**config.mk**
```make
export PLATFORM = sky130hd
export DESIGN_NAME = scaled_rtc
export DESIGN_NICKNAME = d
export VERILOG_FILES = /design/src/rtl/scaled_rtc_pkg.sv /design/src/rtl/scaled_rtc_decode.sv /design/src/rtl/scaled_rtc_ctrl.sv /design/src/rtl/scaled_rtc_count.sv /design/src/rtl/scaled_rtc_scale.sv /design/src/rtl/scaled_rtc.sv
export SDC_FILE = /design/constraint.sdc
export NUM_CORES = 1
export LEC_CHECK = 0
export ABC_AREA = 1
export BUFFER_PORTS_ARGS = -buffer_cell sky130_fd_sc_hd__buf_2
export CAP_MARGIN = 0
export CORE_MARGIN = 1
export CORE_UTILIZATION = 45
export DETAILED_ROUTE_END_ITERATION = 7
export PLACE_DENSITY = 0.59
export SLEW_MARGIN = 20
export SYNTH_ARGS = -nofsm -noshare
export SYNTH_HDL_FRONTEND = slang
export SYNTH_HIERARCHICAL = 1
export SYNTH_SLANG_ARGS = --single-unit
```
**constraint.sdc**
```tcl
create_clock -name clk_i -period 3.35 [get_ports clk_i]
set_input_delay 0.5025 -clock clk_i [delete_from_list [all_inputs] [get_ports clk_i]]
set_output_delay 0.5025 -clock clk_i [all_outputs]
set_load 0.1 [all_outputs]
```
**src/rtl/scaled_rtc_pkg.sv**
```systemverilog
`timescale 1ns/1ps
package scaled_rtc_pkg;

   // register byte offsets
   localparam int unsigned OFS_CFG    = 32'h40;
   localparam int unsigned OFS_CNT_LO = 32'h48;
   localparam int unsigned OFS_CNT_HI = 32'h4C;
   localparam int unsigned OFS_SCALED = 32'h50;
   localparam int unsigned OFS_CMP    = 32'h60;

   // control register field positions
   localparam int unsigned CFG_RUN_BIT  = 12;
   localparam int unsigned CFG_PEND_BIT = 28;

   typedef enum logic [2:0] {
      SEL_NONE,
      SEL_CFG,
      SEL_CNT_LO,
      SEL_CNT_HI,
      SEL_SCALED,
      SEL_CMP
   } reg_sel_e;

endpackage

```
**src/rtl/scaled_rtc_decode.sv**
```systemverilog
`timescale 1ns/1ps
module scaled_rtc_decode
   import scaled_rtc_pkg::*;
#(
   parameter int ADDR_W = 8
) (
   input  logic [ADDR_W-1:0] addr_i,
   output reg_sel_e          sel_o
);

   generate
      if (ADDR_W < 7) begin : g_chk_addr
         $error("scaled_rtc_decode: ADDR_W must reach offset 0x60");
      end
   endgenerate

   always_comb begin
      if (addr_i == ADDR_W'(OFS_CFG))
         sel_o = SEL_CFG;
      else if (addr_i == ADDR_W'(OFS_CNT_LO))
         sel_o = SEL_CNT_LO;
      else if (addr_i == ADDR_W'(OFS_CNT_HI))
         sel_o = SEL_CNT_HI;
      else if (addr_i == ADDR_W'(OFS_SCALED))
         sel_o = SEL_SCALED;
      else if (addr_i == ADDR_W'(OFS_CMP))
         sel_o = SEL_CMP;
      else
         sel_o = SEL_NONE;
   end

endmodule

```
**src/rtl/scaled_rtc_ctrl.sv**
```systemverilog
`timescale 1ns/1ps
module scaled_rtc_ctrl
   import scaled_rtc_pkg::*;
#(
   parameter int DATA_W  = 32,
   parameter int SCALE_W = 4
) (
   input  logic               clk_i,
   input  logic               rst_ni,
   input  logic               cfg_we_i,
   input  logic               cmp_we_i,
   input  logic [DATA_W-1:0]  wdata_i,
   output logic [SCALE_W-1:0] scale_o,
   output logic               run_o,
   output logic [DATA_W-1:0]  cmp_o
);

   generate
      if (SCALE_W < 1 || SCALE_W > int'(CFG_RUN_BIT)) begin : g_chk_scale
         $error("scaled_rtc_ctrl: scale field overlaps the run bit");
      end
   endgenerate

   always_ff @(posedge clk_i or negedge rst_ni) begin
      if (!rst_ni) begin
         scale_o <= '0;
         run_o   <= 1'b0;
      end else if (cfg_we_i) begin
         scale_o <= wdata_i[SCALE_W-1:0];
         run_o   <= wdata_i[CFG_RUN_BIT];
      end
   end

   always_ff @(posedge clk_i or negedge rst_ni) begin
      if (!rst_ni)
         cmp_o <= '1;
      else if (cmp_we_i)
         cmp_o <= wdata_i;
   end


   cfg_hold_chk: assert property (@(posedge clk_i) disable iff (!rst_ni)
      !cfg_we_i |=> ($stable(scale_o) && $stable(run_o)));


   cmp_load_chk: assert property (@(posedge clk_i) disable iff (!rst_ni)
      cmp_we_i |=> (cmp_o == $past(wdata_i)));

endmodule

```
**src/rtl/scaled_rtc_count.sv**
```systemverilog
`timescale 1ns/1ps
module scaled_rtc_count #(
   parameter int DATA_W  = 32,
   parameter int COUNT_W = 64
) (
   input  logic               clk_i,
   input  logic               rst_ni,
   input  logic               lo_we_i,
   input  logic               hi_we_i,
   input  logic               inc_i,
   input  logic [DATA_W-1:0]  wdata_i,
   output logic [COUNT_W-1:0] count_o
);

   localparam int HI_W = COUNT_W - DATA_W;

   generate
      if (COUNT_W != 2 * DATA_W) begin : g_chk_width
         $error("scaled_rtc_count: count must be two data words wide");
      end
   endgenerate

   logic [DATA_W-1:0] lo_q;
   logic [HI_W-1:0]   hi_q;
   logic              any_we;

   assign any_we  = lo_we_i | hi_we_i;
   assign count_o = {hi_q, lo_q};

   // a word write takes precedence over an increment in the same cycle
   always_ff @(posedge clk_i or negedge rst_ni) begin
      if (!rst_ni) begin
         lo_q <= '0;
         hi_q <= '0;
      end else if (any_we) begin
         if (lo_we_i) lo_q <= wdata_i;
         if (hi_we_i) hi_q <= HI_W'(wdata_i);
      end else if (inc_i) begin
         {hi_q, lo_q} <= {hi_q, lo_q} + COUNT_W'(1);
      end
   end


   count_hold_chk: assert property (@(posedge clk_i) disable iff (!rst_ni)
      (!any_we && !inc_i) |=> $stable(count_o));


   count_step_chk: assert property (@(posedge clk_i) disable iff (!rst_ni)
      (!any_we && inc_i) |=> (count_o == $past(count_o) + COUNT_W'(1)));


   lo_write_chk: assert property (@(posedge clk_i) disable iff (!rst_ni)
      (lo_we_i && !hi_we_i) |=> ((count_o[DATA_W-1:0] == $past(wdata_i)) &&
                                 (count_o[COUNT_W-1:DATA_W] == $past(count_o[COUNT_W-1:DATA_W]))));


   hi_write_chk: assert property (@(posedge clk_i) disable iff (!rst_ni)
      (hi_we_i && !lo_we_i) |=> ((count_o[COUNT_W-1:DATA_W] == $past(wdata_i)) &&
                                 (count_o[DATA_W-1:0] == $past(count_o[DATA_W-1:0]))));

endmodule

```
**src/rtl/scaled_rtc_scale.sv**
```systemverilog
`timescale 1ns/1ps
module scaled_rtc_scale #(
   parameter int DATA_W         = 32,
   parameter int COUNT_W        = 64,
   parameter int SCALE_W        = 4,
   parameter bit USE_LOG_SHIFT  = 1'b1
) (
   input  logic [COUNT_W-1:0] count_i,
   input  logic [SCALE_W-1:0] scale_i,
   input  logic [DATA_W-1:0]  cmp_i,
   output logic [DATA_W-1:0]  scaled_o,
   output logic               match_o
);

   localparam int MAX_SHIFT = (1 << SCALE_W) - 1;

   generate
      if (DATA_W + MAX_SHIFT > COUNT_W) begin : g_chk_window
         $error("scaled_rtc_scale: largest scale runs past the count");
      end
   endgenerate

   logic [COUNT_W-1:0] shifted;

   generate
      if (USE_LOG_SHIFT) begin : g_log
         // one mux stage per scale bit, shift distances 1, 2, 4, ...
         logic [COUNT_W-1:0] stage [SCALE_W+1];
         assign stage[0] = count_i;
         for (genvar s = 0; s < SCALE_W; s++) begin : g_stage
            assign stage[s+1] = scale_i[s] ? (stage[s] >> (1 << s)) : stage[s];
         end
         assign shifted = stage[SCALE_W];
      end else begin : g_flat
         assign shifted = count_i >> scale_i;
      end
   endgenerate

   logic unused_hi;
   assign unused_hi = ^shifted[COUNT_W-1:DATA_W];

   assign scaled_o = shifted[DATA_W-1:0];
   assign match_o  = (scaled_o >= cmp_i);

endmodule

```
**src/rtl/scaled_rtc.sv**
```systemverilog
`timescale 1ns/1ps
module scaled_rtc
   import scaled_rtc_pkg::*;
#(
   parameter int DATA_W        = 32,
   parameter int COUNT_W       = 64,
   parameter int SCALE_W       = 4,
   parameter int ADDR_W        = 8,
   parameter bit USE_LOG_SHIFT = 1'b1
) (
   input  logic              clk_i,
   input  logic              rst_ni,
   input  logic              tick_i,
   input  logic              bus_wr_i,
   input  logic [ADDR_W-1:0] bus_addr_i,
   input  logic [DATA_W-1:0] bus_wdata_i,
   output logic [DATA_W-1:0] bus_rdata_o,
   output logic              irq_o
);

   generate
      if (DATA_W <= int'(CFG_PEND_BIT)) begin : g_chk_data
         $error("scaled_rtc: data word too narrow for the pending flag");
      end
   endgenerate

   reg_sel_e           sel;
   logic [SCALE_W-1:0] scale;
   logic               run;
   logic [DATA_W-1:0]  cmp;
   logic [COUNT_W-1:0] count;
   logic [DATA_W-1:0]  scaled;
   logic               match;
   logic               inc;

   scaled_rtc_decode #(.ADDR_W(ADDR_W)) i_decode (
      .addr_i (bus_addr_i),
      .sel_o  (sel)
   );

   scaled_rtc_ctrl #(.DATA_W(DATA_W), .SCALE_W(SCALE_W)) i_ctrl (
      .clk_i    (clk_i),
      .rst_ni   (rst_ni),
      .cfg_we_i (bus_wr_i && sel == SEL_CFG),
      .cmp_we_i (bus_wr_i && sel == SEL_CMP),
      .wdata_i  (bus_wdata_i),
      .scale_o  (scale),
      .run_o    (run),
      .cmp_o    (cmp)
   );

   assign inc = run & tick_i;

   scaled_rtc_count #(.DATA_W(DATA_W), .COUNT_W(COUNT_W)) i_count (
      .clk_i   (clk_i),
      .rst_ni  (rst_ni),
      .lo_we_i (bus_wr_i && sel == SEL_CNT_LO),
      .hi_we_i (bus_wr_i && sel == SEL_CNT_HI),
      .inc_i   (inc),
      .wdata_i (bus_wdata_i),
      .count_o (count)
   );

   scaled_rtc_scale #(
      .DATA_W        (DATA_W),
      .COUNT_W       (COUNT_W),
      .SCALE_W       (SCALE_W),
      .USE_LOG_SHIFT (USE_LOG_SHIFT)
   ) i_scale (
      .count_i  (count),
      .scale_i  (scale),
      .cmp_i    (cmp),
      .scaled_o (scaled),
      .match_o  (match)
   );

   assign irq_o = match;

   always_comb begin
      bus_rdata_o = '0;
      case (sel)
         SEL_CFG: begin
            bus_rdata_o[SCALE_W-1:0]  = scale;
            bus_rdata_o[CFG_RUN_BIT]  = run;
            bus_rdata_o[CFG_PEND_BIT] = match;
         end
         SEL_CNT_LO: bus_rdata_o = count[DATA_W-1:0];
         SEL_CNT_HI: bus_rdata_o = count[COUNT_W-1:DATA_W];
         SEL_SCALED: bus_rdata_o = scaled;
         SEL_CMP:    bus_rdata_o = cmp;
         default:    bus_rdata_o = '0;
      endcase
   end


   pend_flag_chk: assert property (@(posedge clk_i) disable iff (!rst_ni)
      (sel == SEL_CFG) |-> (bus_rdata_o[CFG_PEND_BIT] == irq_o));


   irq_clear_chk: assert property (@(posedge clk_i) disable iff (!rst_ni)
      (irq_o && bus_wr_i && sel == SEL_CMP && !inc && bus_wdata_i > scaled) |=> !irq_o);


   no_side_write_chk: assert property (@(posedge clk_i) disable iff (!rst_ni)
      (bus_wr_i && (sel == SEL_SCALED || sel == SEL_NONE) && !inc)
         |=> ($stable(count) && $stable(cmp) && $stable(scale) && $stable(run)));

endmodule

```
# Yosys cells after proc, flatten, opt, wreduce, memory -nomap -nowiden
# Cells that the tools add are included.
# W data, S select, Z words.
[totals]
ff_bits = 101
in_bits = 44
out_inout_bits = 33
word_cells = 49
[classes]
n_addsub = 1
order_cmp = 1
eq_ne = 12
n_mux = 21
bitwise = 2
n_reduce_logical = 7
[op_table]
columns = ["op", "n"]
rows = [
  ["$mux W32", 7],
  ["$add A64 B1 Y64 const B", 1],
  ["$pmux W15 S4", 1],
  ["$mux W46", 1],
  ["$mux W44", 1],
  ["$eq A8 B7 Y1 const B", 5],
  ["$mux W40", 1],
  ["$ge A32 B32 Y1", 1],
  ["$pmux W8 S4", 1],
  ["$pmux W4 S5", 1],
  ["$mux W3", 5],
  ["$pmux W3 S4", 1],
  ["$pmux W1 S5", 2],
  ["$eq A3 B2 Y1 const B", 2],
  ["$eq A3 B3 Y1 const B", 2],
  ["$logic_and A1 B1 Y1", 4],
  ["$ne A2 B1 Y1 const B", 2],
  ["$reduce_and A2 Y1", 2],
  ["$eq A3 B1 Y1 const B", 1],
  ["$reduce_bool A2 Y1", 1],
  ["$and A1 B1 Y1", 1],
  ["$or A1 B1 Y1", 1],
]

# Logic depth before layout (Yosys ltp)
# Gate-level depths: netlist of the first run.
[logic_depth]
word_depth = 11
mapped_depth = 24
mapped_depth_nobuf = 23

# Modules after synthesis
# Netlist of the first run, hierarchy kept.
[by_module_without_submodules]
columns = ["mod", "n_inst", "cells_each", "area_each_um2", "seq_area_each_um2"]
rows = [
  ["scaled_rtc_count", 1, 805, 5013.6, 1601.5],
  ["scaled_rtc_scale", 1, 568, 2847.7, 0.0],
  ["scaled_rtc_ctrl", 1, 157, 1515.2, 965.9],
  ["scaled_rtc", 1, 239, 1204.9, 0.0],
  ["scaled_rtc_decode", 1, 27, 117.6, 0.0],
]

# Least setup slack after synthesis of the first run
# Ideal clock, no wire load.
[synth_path]
kind = "reg-to-output"
startpoint = "register i_ctrl.scale_o[0]"
endpoint = "output bus_rdata_o[28]"
t_arrival_ns = 3.672
slack_ns = -0.825
path_stages_with_launch = 20
path_cell_list = "dfrtp_1 buf_6 or2_2 o21ai_1 nand2_1 nand3_1 nand2_1 nand2_1 nand2_1 ha_1 nand2_1 nor2_1 nand2_1 nor4_1 nand2_1 nand2_1 nand4_1 o21ai_0 inv_1 nand2_1"
[synth_between]
elab_chain_cells = 6
[synth_rtl]
columns = ["element", "line", "source"]
rows = [
  ["start: declaration", "scaled_rtc_ctrl.sv:13", "output logic [SCALE_W-1:0] scale_o,"],
  ["start signal: assignment", "scaled_rtc_ctrl.sv:29", "scale_o <= wdata_i[SCALE_W-1:0];"],
  ["$mux W46", "scaled_rtc_scale.sv:31", "assign stage[s+1] = scale_i[s] ? (stage[s] >> (1 << s)) : stage[s];"],
  ["$mux W44", "scaled_rtc_scale.sv:31", ""],
  ["$mux W40", "scaled_rtc_scale.sv:31", ""],
  ["$mux W32", "scaled_rtc_scale.sv:31", ""],
  ["net scaled[31]", "scaled_rtc.sv:32", "logic [DATA_W-1:0] scaled;"],
  ["$ge A32 B32 Y1", "scaled_rtc_scale.sv:43", "assign match_o = (scaled_o >= cmp_i);"],
  ["net irq_o", "scaled_rtc.sv:18", "output logic irq_o"],
  ["$pmux W1 S5", "scaled_rtc.sv:81", "case (sel)"],
  ["end: declaration", "scaled_rtc.sv:17", "output logic [DATA_W-1:0] bus_rdata_o,"],
]
# The timed path passes the listed nets, and every way through them passes these cells.

# Final worst setup path of the first run
[layout_path]
startpoint = "register i_ctrl.scale_o[0]"
endpoint = "output bus_rdata_o[28]"
[layout_between]
elab_chain_cells = 6
[layout_rtl]
columns = ["element", "line"]
rows = [
  ["$mux W46 *", "scaled_rtc_scale.sv:31"],
  ["$mux W44 *", "scaled_rtc_scale.sv:31"],
  ["$mux W40 *", "scaled_rtc_scale.sv:31"],
  ["$mux W32 *", "scaled_rtc_scale.sv:31"],
  ["net scaled[28]", "scaled_rtc.sv:32"],
  ["$ge A32 B32 Y1", "scaled_rtc_scale.sv:43"],
  ["$pmux W1 S5 *", "scaled_rtc.sv:81"],
]
# The timed path passes the listed nets; every way through them passes the cells marked *.

==> results of run 1 <==
==> repair_timing <==
action	CTS	global route
pin swaps	34	48
endpoints found under the setup margin	2	6
gates resized for setup	94	158
endpoints found under the hold margin	0	0
cloned	3	2
buffers inserted	16	2
==> synthesized netlist by cell type (5+ instances only) <==
master / number / area, sq um
clkbuf_1: 25 / 93.8
nand3_1: 158 / 791
inv_2: 11 / 41.3
dfstp_2: 32 / 841
ha_1: 33 / 413
dfrtp_1: 69 / 1730
nand4_1: 102 / 638
nand2_1: 605 / 2270
nor3_1: 7 / 35.0
or2_2: 37 / 231
o21ai_2: 16 / 140
nor2_2: 11 / 68.8
nor2_1: 210 / 788
nor2_4: 8 / 90.1
o211ai_1: 5 / 37.5
o21bai_1: 20 / 150
nand2_2: 20 / 125
a21oi_1: 100 / 500
buf_1: 11 / 41.3
o21ai_0: 47 / 235
o21ai_1: 30 / 150
buf_2: 41 / 205
inv_1: 136 / 510
o21a_1: 5 / 37.5
nor4_1: 6 / 37.5
buf_6: 7 / 78.8
==> cell usage in the layout (no fill, tap or decap), types with 42 or more instances in the layout <==
master / n
dfrtp_1: 68
buf_4: 128
nand2_2: 108
nor2_1: 206
buf_2: 42
a21oi_1: 87
nand4_1: 102
inv_1: 135
nand3_1: 131
buf_12: 49
nand2_1: 510
==> cell families (layout without fill, tap and decap cells) <==
family | count (synthesis) | after routing | share of synthesized area [%]
and+or+nand+nor | 1177 | 1177 | 48.8
adders and majority gates | 33 | 33 | 3.86
DFF | 101 | 101 | 24.0
xor gates and xnor gates | 2 | 2 | 0.164
AOI/OAI and AO/OA | 239 | 239 | 13.0
muxes | 1 | 1 | 0.0936
buffers and inverters | 243 | 403 | 10.1
==> worst paths after layout <==
check	startpoint	endpoint	slack [ns]	cells after the start
setup / recovery	i_ctrl/scale_o[0]	bus_rdata_o[28]	-0.65	22
hold / removal	rst_ni	i_ctrl/cmp_o[9]	0.25	1
setup reg to reg	i_count/lo_q[9]	i_count/hi_q[13]	1.06	9
hold reg to reg	i_ctrl/cmp_o[21]	i_ctrl/cmp_o[21]	0.48	2
max in group asynchronous	rst_ni	i_ctrl/scale_o[0]	2.55	2
min in group clk_i	bus_wdata_i[4]	i_ctrl/cmp_o[4]	0.34	3
==> cell type report <==
type,count,area [sq um],share of cell area (%)
Timing Repair Buffer,237,2430,16.9
Inverter,150,588,4.09
Clock buffer,9,225,1.57
Sequential cell,101,2570,17.9
Multi-Input combinational cell,1452,8080,56.2
Tap cell,319,399,2.77
Clock inverter,7,90.1,0.626
==> state kept, by name (all words and copies together) (netlist names) <==
register / count
i_count/lo_q: 32
i_ctrl/run_o: 1
i_ctrl/scale_o: 4
i_count/hi_q: 32
i_ctrl/cmp_o: 32
==> power by group <==
part	internal, mW	switching, mW	total [mW]
Combinational	2.18	2.89	5.07
Clock	0.542	0.624	1.17
Sequential	1.47	0.505	1.97
Total	4.19	4.02	8.21
==> metrics by stage <==
stage	utilization, %	power, mW	instance area, sq um
final	61.5	8.21	14400
after global routing	61.5	8.63	14400
after CTS	58.3	7.50	13600
after detailed placement	54.5	5.89	12700
after global placement	54.5	5.86	12700
after floorplan	-	4.12	10700
==> worst max-delay path: cells and delay by family, from the launching register on <==
kind                       cells  cell delay, ns
buffers and inverters          5            0.75
AOI/OAI and AO/OA              2            0.18
DFF                            1            0.52
adders and majority gates      1            0.27
and+or+nand+nor               14            1.40
==> per-layer routing <==
layer | up-vias | GRT usage [%] | part of all wire [%]
li1 | 6194 | - | -
met1 | 6407 | 57.0 | 41
met2 | 838 | 63.9 | 44
met3 | 143 | 7.39 | 10
met4 | 0 | 18.0 | 5.2
met5 | - | 0 | 0
==> impl_metrics.ini, run 1 <==
[global_routing]
antenna_found_initial = 0
grt_pass1_vias = 12200
grt_remaining_overflow = 0
grt_pass1_wl_mm = 74.7
grt_max_degree = 89
grt_use_total_pct = 41.6

[timing]
relSlewSlack_pct = 36.7
whs_ns = 0.247
clock_skew_ns = 0.0144
tns_ns = -1.56
tightest_slew_ns = 0.941
setup_viol = 3
fmax_ghz = 0.250
hold_viol = 0
timing.final.crit_share_pct = 120
grt_setup_unrepaired = yes
slew_viol_final = 0
setup_slack_ns = -0.655
final.min_clock_period_ns = 4.00

[detailed_routing]
ant_nets = 0
drt-total-wl_mm = 51.1
vias = 13600
drt_iter0_markers = 1699
drc = 0
first_pass_iters = 6
vias_per_cell = 5.97
routedWlPerCell_um = 22.4

[setup_path]
crit_path_frequent_cell = nand2_4
max_stage_delay_ns = 0.52
worstPathMaxFanout = 8
end_kind = primary output
critPathSlowestCell = dfrtp_2
worstSetupPathType = flop to primary output
crit_required_ns = 2.85
worstPathCellList = buf_6 -> buf_16 -> or2_4 -> o21ai_4 -> nand2_2 -> nand3_1 -> nand2_1 -> nand2_2 -> nand2_4 -> ha_4 -> nand2_4 -> nor2_4 -> nand2_2 -> nor4_2 -> buf_4 -> nand2_4 -> nand2_8 -> nand4_1 -> o21ai_1 -> inv_1 -> nand2_4 -> buf_12
crit_arrival_ns = 3.50
start_kind = flop

[clock_network]
cts_tree = done
cts_buffer_depth = 2
path_clk_slew_ns = 0.09
clkLatencyLatePin_ns = 0.38
cts_sinks = 101
cts_buffers = 9
cts_hold_buf = 0
htreeDepth = 3
root_buffer = clkbuf_16

[placement]
gp_congestion = 1.03
post-place-cells = 2237
port_buffers = 76
dpl.hpwl_mm = 38.0
dp_slack_ns = -0.592

[power_and_ir_drop]
power_density_mw_per_mm2 = 571
power_leakage_nw = 6.58
peakVddDrop_v = 0.000572

[synthesis]
syn_avg_cell_area_sq_um = 5.96
synth-edff-count = 0
synth_area_sq_mm = 0.0107
yosysUniqueCellTypes = 50
synth_flop_cell = dfrtp_1
ys_warn_count = 6
synthCells = 1796
synth-seq-cells = 101
async_flop_share_pct = 100
ys_seq_area_share_pct = 24.0
syn_nets = 1873

[run_status]
violations = setup timing
outcome = finished with violations

[flow_run]
max_cap_viol_count = 0

[die]
row_count = 56
die_area_sq_mm = 0.0244
die_w_um = 156
core_area_sq_mm = 0.0234
io_pins = 77
die_y_um = 156
start_util_pct = 45.7

[worst_hold_path]
min_path_type = primary input to async pin

[final_layout]
layout.cells.non_filler = 2275
nets = 2028
nFillCells = 2299
drive_above_1_share_pct = 30.4
antenna_cells = 0
area_delta_synth_final_pct = 34.5
(Power assumes the default switching activity.)
==> inputs of run 2 (changes only) <==
CORE_ASPECT_RATIO = 1.1   (was default)
SETUP_SLACK_MARGIN = 0.15   (was default)
==> impl_metrics.ini, run 2 (same netlist as run 1, synthesis figures left out) <==
[detailed_routing]
drt_iter0_markers = 1454
routedWlPerCell_um = 21.6
ant_nets = 0
first_pass_iters = 6
vias = 13200
vias_per_cell = 5.92
drt-total-wl_mm = 48.2
drc = 0

[timing]
timing.final.crit_share_pct = 115
hold_viol = 0
relSlewSlack_pct = 32.4
clock_skew_ns = 0.0136
tightest_slew_ns = 1.00
slew_viol_final = 0
fmax_ghz = 0.259
grt_setup_unrepaired = yes
setup_viol = 2
final.min_clock_period_ns = 3.86
setup_slack_ns = -0.511

[clock_network]
clkLatencyLatePin_ns = 0.37
htreeDepth = 3
path_clk_slew_ns = 0.08
cts_tree = done
cts_sinks = 101
cts_buffers = 9
cts_buffer_depth = 2
root_buffer = clkbuf_16

[power_and_ir_drop]
power_density_mw_per_mm2 = 555
power_leakage_nw = 6.42
peakVddDrop_v = 0.000392

[flow_run]
max_cap_viol_count = 0

[setup_path]
crit_family = simple AND/OR/NAND/NOR gates
max_stage_delay_ns = 0.49
crit_path_frequent_cell = nand2_1
worstPathMaxFanout = 8
start_kind = flop
crit_buf_inv = 4
reg2reg_slack_ns = 1.08
timing.rr.start = i_count/lo_q[16]
startpoint = i_ctrl/scale_o[0]
worstPathCellList = clkbuf_16 -> or2_2 -> o21ai_2 -> nand2_1 -> nand3_1 -> nand2_1 -> nand2_1 -> nand2_2 -> ha_4 -> nand2_1 -> inv_1 -> nand2_1 -> nor2_1 -> nor2_1 -> nand2_1 -> nand2_1 -> nand2_2 -> nand2_4 -> nand2_8 -> nand4_1 -> o21ai_2 -> inv_2 -> nand2_8 -> buf_12
worstSetupPathType = flop to primary output
end_kind = primary output
crit_end = bus_rdata_o[28]
critPathSlowestCell = dfrtp_2
crit_arrival_ns = 3.36
rr_worst_depth = 10
worst-path-stages = 24
reg2reg_to = i_count/lo_q[25]
crit_required_ns = 2.85

[final_layout]
fin_area_sq_mm = 0.0138
drive_above_1_share_pct = 25.6
final_common_cell = nand2_1
antenna_cells = 0
utilization_pct = 60.0
reg.largest.list = i_count/hi_q: 32 flops, i_count/lo_q: 32 flops, i_ctrl/cmp_o: 32 flops
nets = 2008
layout_common_cells = nand2_1, nor2_1, nand3_1
area_delta_synth_final_pct = 29.4

[die]
die_area_sq_mm = 0.0244
die_y_um = 164
row_count = 58
io_pins = 77
die_w_um = 149
start_util_pct = 46.4
core_area_sq_mm = 0.0231

[placement]
dpl.hpwl_mm = 37.0
gp_congestion = 1.01
port_buffers = 76
placed_cell_area_sq_mm = 0.0127

[global_routing]
antenna_found_initial = 0
grt_pass1_vias = 12100
grt_max_degree = 66
grt_use_total_pct = 39.4
grt_remaining_overflow = 0
grt_pass1_wl_mm = 71.6

[run_status]
violations = setup timing
outcome = finished with violations

[worst_hold_path]
min_path_type = primary input to async pin
## run 2: cell types whose count changed in the layout (fill, tap and decap cells not counted), sizes merged
cell | previous run | this run
buf | 235 | 215
bufinv | 0 | 1
clkinvlp | 1 | 0
## run 2: stage by stage
step	TNS, ns	total power [mW]	cells	hold slack [ns]	worst slack, ns
6_report	-0.851	7.68	2236	0.218	-0.511
5_1_grt	-1.14	8.14	2236	0.248	-0.693
4_1_cts	-0.767	7.23	2230	0.231	-0.483
3_5_place_dp	-0.211	5.90	2213	0.468	-0.211
3_3_place_gp	-0.178	5.86	2213	0.462	-0.178
2_1_floorplan	0	4.21	1796	0.207	0.128
## run 2: cell type report
| type | count | area, sq um |
|---|---|---|
| Fill cell | 2273 | 9230 |
| Multi-Input combinational cell | 1452 | 7800 |
| Sequential cell | 101 | 2570 |
| Timing Repair Buffer | 217 | 2190 |
| Inverter | 150 | 582 |
| Tap cell | 300 | 375 |
| Clock buffer | 9 | 225 |
| Clock inverter | 7 | 103 |
## run 2: worst min-delay path by stage
stage / endpoint / depth (start not counted) / slack, ns
final: i_count/lo_q[0] / 1 / 0.22
after global routing: i_count/lo_q[0] / 1 / 0.25
after detailed placement: i_ctrl/cmp_o[2] / 2 / 0.47
after global placement: i_ctrl/cmp_o[2] / 2 / 0.46
after CTS: i_count/lo_q[0] / 1 / 0.23
after floorplan: i_count/hi_q[0] / 0 / 0.21
## run 2: worst register-to-register path, delay by kind of cell (launching register included)
kind,cells,cell delay (ns)
and+or+nand+nor,6,1.03
AOI/OAI and AO/OA,2,0.43
DFF,1,0.44
buffers and inverters,2,0.28
## run 2: where the power goes
| group | total (mW) | switching (mW) | leakage (nW) | internal, mW |
|---|---|---|---|---|
| registers | 1.99 | 0.519 | 1.16 | 1.47 |
| clock network | 1.19 | 0.578 | 0.160 | 0.609 |
| logic | 4.50 | 2.61 | 5.11 | 1.90 |
| total | 7.68 | 3.70 | 6.42 | 3.98 |
## run 2: per-layer routing
metal	wire length (um)	track usage [%]
met1	20500	55.4
met2	21400	59.9
met3	5090	8.86
met4	1260	11.6
met5	0	0
## run 2: timing repair
item / in CTS / in global routing
gates resized for setup: 54 / 93
gates cloned: 1 / 2
buffers inserted: 0 / 4
endpoints found under the setup margin: 2 / 26
pin swaps: 16 / 35
hold buffers: 0 / 0
